==> src/rtl/dtb_pkg.sv <==
package dtb_pkg;
  localparam int unsigned MIN_DT = 3;

  typedef enum logic [1:0] {
    ST_RUN   = 2'd0,
    ST_BURST = 2'd1,
    ST_WAIT  = 2'd2
  } bst_t;
endpackage

==> src/rtl/dtb_burst_ctl.sv <==
module dtb_burst_ctl
  import dtb_pkg::*;
(
  input  logic clk,
  input  logic rst_n,
  input  logic ref_in,
  input  logic enter,
  input  logic leave,
  output logic ref_q,
  output logic load,
  output logic hold,
  output logic in_idle
);
  bst_t st_q, st_n;
  logic edge_seen, resume;

  assign edge_seen = ref_in ^ ref_q;
  assign load      = (st_q == ST_RUN) && enter;
  assign resume    = (st_q == ST_WAIT) && !enter && edge_seen;
  assign hold      = (st_q != ST_RUN) && !resume;
  assign in_idle   = (st_q != ST_RUN);

  always_comb begin
    st_n = st_q;
    case (st_q)
      ST_RUN:   if (enter) st_n = ST_BURST;
      ST_BURST: if (leave) st_n = ST_WAIT;
      ST_WAIT: begin
        if (enter)          st_n = ST_BURST;
        else if (edge_seen) st_n = ST_RUN;
      end
      default:  st_n = ST_RUN;
    endcase
  end

  always_ff @(posedge clk or negedge rst_n) begin
    if (!rst_n) begin
      st_q  <= ST_RUN;
      ref_q <= 1'b0;
    end else begin
      st_q  <= st_n;
      ref_q <= ref_in;
    end
  end
endmodule

==> src/rtl/dtb_chan.sv <==
module dtb_chan
  import dtb_pkg::*;
#(
  parameter int unsigned DT_W = 9
) (
  input  logic            clk,
  input  logic            rst_n,
  input  logic            dt_on,
  input  logic            want,
  input  logic            start,
  input  logic            load,
  input  logic            dsel,
  input  logic            hold,
  input  logic            idle_val,
  input  logic [DT_W-1:0] dt_val,
  output logic            pin
);
  localparam logic [DT_W-1:0] MIN_V = DT_W'(MIN_DT);

  logic [DT_W-1:0] eff, cnt_q, cnt_n;
  logic            pin_n, pin_q;

  assign eff = (dt_val < MIN_V) ? MIN_V : dt_val;
  assign pin = pin_q;

  always_comb begin
    cnt_n = cnt_q;
    pin_n = pin_q;
    if (load) begin
      cnt_n = dsel ? (eff - 1'b1) : '0;
      pin_n = dsel ? 1'b0 : idle_val;
    end else if (hold) begin
      if (cnt_q != '0) begin
        cnt_n = cnt_q - 1'b1;
        pin_n = 1'b0;
      end else begin
        pin_n = idle_val;
      end
    end else if (!dt_on) begin
      cnt_n = '0;
      pin_n = want;
    end else if (start) begin
      cnt_n = eff - 1'b1;
      pin_n = 1'b0;
    end else if (!want) begin
      cnt_n = '0;
      pin_n = 1'b0;
    end else if (cnt_q != '0) begin
      cnt_n = cnt_q - 1'b1;
      pin_n = 1'b0;
    end else begin
      pin_n = 1'b1;
    end
  end

  always_ff @(posedge clk or negedge rst_n) begin
    if (!rst_n) begin
      cnt_q <= '0;
      pin_q <= 1'b0;
    end else begin
      cnt_q <= cnt_n;
      pin_q <= pin_n;
    end
  end
endmodule

==> src/rtl/dt_burst_stage.sv <==
module dt_burst_stage #(
  parameter int unsigned DT_W = 9
) (
  input  logic            clk,
  input  logic            rst_n,
  input  logic            ref_pwm,
  input  logic            dt_en,
  input  logic            burst_enter,
  input  logic            burst_exit,
  input  logic [1:0]      idle_lvl,
  input  logic [1:0]      dly_idle_en,
  input  logic [DT_W-1:0] dt_rise,
  input  logic [DT_W-1:0] dt_fall,
  input  logic            dt_rise_neg,
  input  logic            dt_fall_neg,
  output logic            ch_a,
  output logic            ch_b,
  output logic            idle_flag
);
  localparam int unsigned NCH = 2;

  logic            ref_q, load, hold, dly_ok;
  logic [NCH-1:0]  want, start, dsel, pins;
  logic [DT_W-1:0] dtv [NCH];

  dtb_burst_ctl u_ctl (
    .clk     (clk),
    .rst_n   (rst_n),
    .ref_in  (ref_pwm),
    .enter   (burst_enter),
    .leave   (burst_exit),
    .ref_q   (ref_q),
    .load    (load),
    .hold    (hold),
    .in_idle (idle_flag)
  );

  assign dly_ok   = (|idle_lvl) && !dt_rise_neg && !dt_fall_neg;
  assign want[0]  = ref_pwm;
  assign want[1]  = !ref_pwm;
  assign start[0] = ref_pwm && !ref_q;
  assign start[1] = !ref_pwm && ref_q;
  assign dtv[0]   = dt_rise;
  assign dtv[1]   = dt_fall;

  for (genvar i = 0; i < NCH; i++) begin : g_ch
    assign dsel[i] = dly_idle_en[i] && dly_ok;
    dtb_chan #(.DT_W(DT_W)) u_ch (
      .clk      (clk),
      .rst_n    (rst_n),
      .dt_on    (dt_en),
      .want     (want[i]),
      .start    (start[i]),
      .load     (load),
      .dsel     (dsel[i]),
      .hold     (hold),
      .idle_val (idle_lvl[i]),
      .dt_val   (dtv[i]),
      .pin      (pins[i])
    );
  end

  assign ch_a = pins[0];
  assign ch_b = pins[1];
endmodule

==> config.mk <==
export PLATFORM = sky130hd
export DESIGN_NAME = dt_burst_stage
export DESIGN_NICKNAME = d
export VERILOG_FILES = /design/src/rtl/dtb_pkg.sv /design/src/rtl/dtb_burst_ctl.sv /design/src/rtl/dtb_chan.sv /design/src/rtl/dt_burst_stage.sv
export SDC_FILE = /design/constraint.sdc
export NUM_CORES = 1
export LEC_CHECK = 0
export BUFFER_PORTS_ARGS = -buffer_cell sky130_fd_sc_hd__clkbuf_2
export CORE_MARGIN = 2
export CORE_UTILIZATION = 48
export CTS_CLUSTER_SIZE = 14
export DETAILED_ROUTE_END_ITERATION = 10
export HOLD_SLACK_MARGIN = 0.12
export PLACE_DENSITY = 0.76
export SYNTH_ARGS = -nofsm -noshare
export SYNTH_HDL_FRONTEND = slang
export SYNTH_SLANG_ARGS = --single-unit
==> constraint.sdc <==
create_clock -name clk -period 2.3 [get_ports clk]
set_input_delay 0.46 -clock clk [delete_from_list [all_inputs] [get_ports clk]]
set_output_delay 0.46 -clock clk [all_outputs]
set_load 0.01 [all_outputs]
==> reports/results.txt <==
Die outline width: 64.69 microns. Setup repair after global routing left no endpoint under its margin. Power spread over the standard cell area amounts to 964.0 nW/um^2. The leakage power is 0.8901 nW, and the die outline area is 4185 sq um.

The tools report the number of hold violations in the final report as 0. The cell type contributing the most total cell area after synthesis is dfrtp_1. The CTS sink count came out at 23. Master cell of the clock root buffer: clkbuf_8.

The placeable core area was 3606 sq um. The residual overflow from global routing is 0. Clock latency on the worst-skew pair, taken at its later pin, is 270 ps. In this run the post-CTS setup repair buffer count came out at 0. The worst endpoint required time is 2430 ps, and the critical path data arrival time is 2100 ps. The switching power as a share of total power was 0.4167; the largest net degree at the start of global routing was 24. Counting tap cells, the placed design contains a total of 273 instances. 33 I/O pins were placed. The tools report the starting utilization of the core area as 0.4903. The combined global-route utilization of all metal layers was 0.1978.

Share of cells above drive strength 1: 0.2533. Startpoint class of the critical path: an input pin. The critical setup path kind was input pin to flip-flop. The worst register-to-register path begins at u_ctl.ref_q.

The finished cells cover 2048 sq um. Sorting the synthesized cells by how often they occur yields nor2_1 (25), dfrtp_1 (23), o22ai_1 (16). The first detailed-routing pass took 4 iterations.

Type of element capturing the critical path: a flip-flop. The count of inserted antenna diode cells was 0. For this run, design rule violations remaining after detail routing come to 0.

The placed instances occupy a cell area of 2003 sq um. The routed layout has 1573 vias. In this run the worst setup path terminates at g_ch[0].u_ch.cnt_q[4].

The clock passes through at most 2 buffers. Dividing the detail-routed via count by the number of cells gives 5.679. Counting every net in the synthesized netlist gives 226.

The area share of the leading cell type in the synthesized netlist is 0.3255. For the number of CTS-inserted buffers, the log shows 3. Share of synthesized area occupied by flip-flops and latches: 0.3255.

The average wire length per cell after detail routing is 13.50 microns, and the count of unique library cells instantiated by Yosys is 50. In this run the register-to-register setup slack is 400 ps. VDD sags by at most 0.3338 mV. The run gives 1768 sq um as the post-synthesis instance area.

The count of flip-flops with a built-in enable after synthesis is 0. The logs give 0 for the count of hold buffers inserted by post-cts repair and 0 for the number of maximum-capacitance constraint violations. Setup violations remaining at the end of the flow were counted as 0. The number of antenna violations at the first check in global routing is 0, and the clock slew seen by the registers of the worst setup and hold paths is 80 ps.

Row count: 22. Counting flops and latches in the post-synthesis netlist gives 23. In this run the vertical extent of the chip is 64.69 microns.

For the number of antenna-violating nets in the routed design, the log shows 0. The clock share of power is 0.128, and the first-pass GRT wire length is 6499 microns. The headroom to the max-slew limit came out at 0.6165. The number of gates resized after cts is 0, and the proportion of power drawn by flip-flops and latches is 0.347. Depth of the most critical reg-to-reg path: 5. Synthesis produced 190 cells.

The count of nets after finishing was 266. The terminus of the critical flop-to-flop path was g_ch[1].u_ch.cnt_q[5]. The tools report the net load switching power as 0.8228 mW. The via count of the first global-routing pass was 1465. After routing, the total negative slack on setup checks comes to 0 ps.

The launching instance or port of the critical path was dt_rise[5]. The most used flip-flop cell after synthesis is dfrtp_1. The flow ran to the end, and the final reports show no timing, DRC or antenna violations.

After legalization and detailed placement, the total HPWL measured 2950 microns. Cell-internal power: 1.152 mW. The path class of the tightest hold or removal check is input pin to async pin.

The run gives 0.7552 as the placer's final routability congestion estimate. TritonCTS built the clock tree. During synthesis, Yosys emitted a total of 0 warnings. The logs give 1 for the maximum level of the CTS H-tree and 0.526 for the combinational group share of total power. Among all cell types in the netlist, the one instantiated most often is nor2_1. Summed over all layers, the routed wires come to 3739 microns. The max-slew violation count is 0. Between clock sinks in the finished design, the worst skew comes to 1.929 ps. The proportion of synthesized flip-flops having asynchronous set or reset was 1.000; the part of the cycle the worst path needs was 0.8582. Yosys attributes the largest share of cell area to dfrtp_1 (33%), o22ai_1 (5.7%), nor2_1 (5.3%), ha_1 (4.2%), xnor2_1 (3.5%). Synthesized area divided by synthesized cell count: 9.305 sq um. The area growth from synthesis to layout is 15.85%.

Along the worst path, the maximum fanout reaches 3. Timing would allow up to 506.6 MHz. The count of input and output buffers was 32. The post-route minimum period works out to 1974 ps. The transition time of the tightest slew-check pin is 575.3 ps. The finished layout holds 277 standard cells, fillers aside. The tools report the number of DRC markers in iteration 0 as 50.
-- worst min path at each step --
stage               startpoint                     to  cells after the start
floorplan                rst_n  g_ch[0].u_ch.cnt_q[0]                      0
global placement         rst_n  g_ch[1].u_ch.cnt_q[0]                      1
detailed placement       rst_n          u_ctl.st_q[1]                      1
CTS                      rst_n  g_ch[1].u_ch.cnt_q[0]                      1
global route             rst_n  g_ch[1].u_ch.cnt_q[5]                      1
finish                   rst_n  g_ch[1].u_ch.cnt_q[0]                      1
-- final cells by class --
type	instances	area [sq um]
Clock buffer	4	45.04
Inverter	12	45.04
Fill cell	343	1558
Multi-Input combinational cell	153	1125
Tap cell	48	60.06
Sequential cell	23	575.6
Timing Repair Buffer	37	197.7
-- metal layers --
layer | global-route usage | vias to the layer above | routed length, microns
met1 | 0.2494 | 730 | 1705
met5 | 0 | - | 0
li1 | - | 806 | -
met4 | 0.07181 | 0 | 56
met3 | 0.02604 | 5 | 131
met2 | 0.3464 | 32 | 1846
-- cell usage in the layout, fill, tap and decap left out, drive strengths merged, types with 2 or more instances in the layout --
master  netlist  layout
and2          3       3
inv          12      12
ha            6       6
o31ai         2       2
buf           2       5
o31a          3       3
o21ai         6       6
o21a          2       2
a32oi         3       3
nor3          7       7
nand3b        3       3
nor2         25      25
nand3         3       3
or4           2       2
a32o          2       2
clkbuf        0      36
nand2b        4       4
xnor2         7       7
nor4          6       6
mux2i         6       6
mux2          3       3
a21oi         9       9
dfrtp        23      23
a211oi        2       2
xor2          3       3
nor2b         2       2
nand2        11      11
o32ai         4       4
o41ai         2       2
nor4b         3       3
o22ai        16      16
-- cells by family after synthesis --
logic type / count (synthesis) / synth area share
flip-flops: 23 / 0.3255
AO/OA/AOI/OAI: 55 / 0.2428
AND/OR/NAND/NOR: 73 / 0.2484
adder cells (fa/ha/maj): 6 / 0.04246
buffers and inverters: 14 / 0.03821
XOR/XNOR: 10 / 0.04954
multiplexers: 9 / 0.05308
-- registers in the layout, indices dropped and copies added (netlist names) --
name and count:
u_ctl.ref_q 1, g_ch.u_ch.cnt_q 18, u_ctl.st_q 2, g_ch.u_ch.pin 2
-- worst max-delay path: stages --
cell and delay, ps:
clkbuf_2 100, or4_4 530, nor4_1 180, buf_4 170, nor2_1 40, ha_1 210, nand2b_1 130, nor2_1 70
xnor2_1 130, o22ai_1 100
-- power groups by stage --
stage / Sequential, mW / Clock [mW] / Combinational, mW
finish: 0.684 / 0.252 / 1.04
global route: 0.708 / 0.275 / 1.17
CTS: 0.682 / 0.257 / 1.04
detailed placement: 0.689 / 0 / 1.03
global placement: 0.686 / 0 / 1.00
floorplan: 0.666 / 0 / 0.813
-- per-stage QoR --
stage | power [mW] | worst slack [ps] | hold WS (ps) | util
after floorplan | 1.478 | 162.8 | 164.4 | -
after global placement | 1.687 | 73.45 | 477.1 | 0.5555
after detailed placement | 1.717 | 46.41 | 482.2 | 0.5555
after CTS | 1.978 | 317.9 | 192.4 | 0.5680
after global routing | 2.155 | 156.9 | 216.7 | 0.5680
final | 1.975 | 326.2 | 172.2 | 0.5680
No activity file was read; power rests on OpenSTA's default activity.
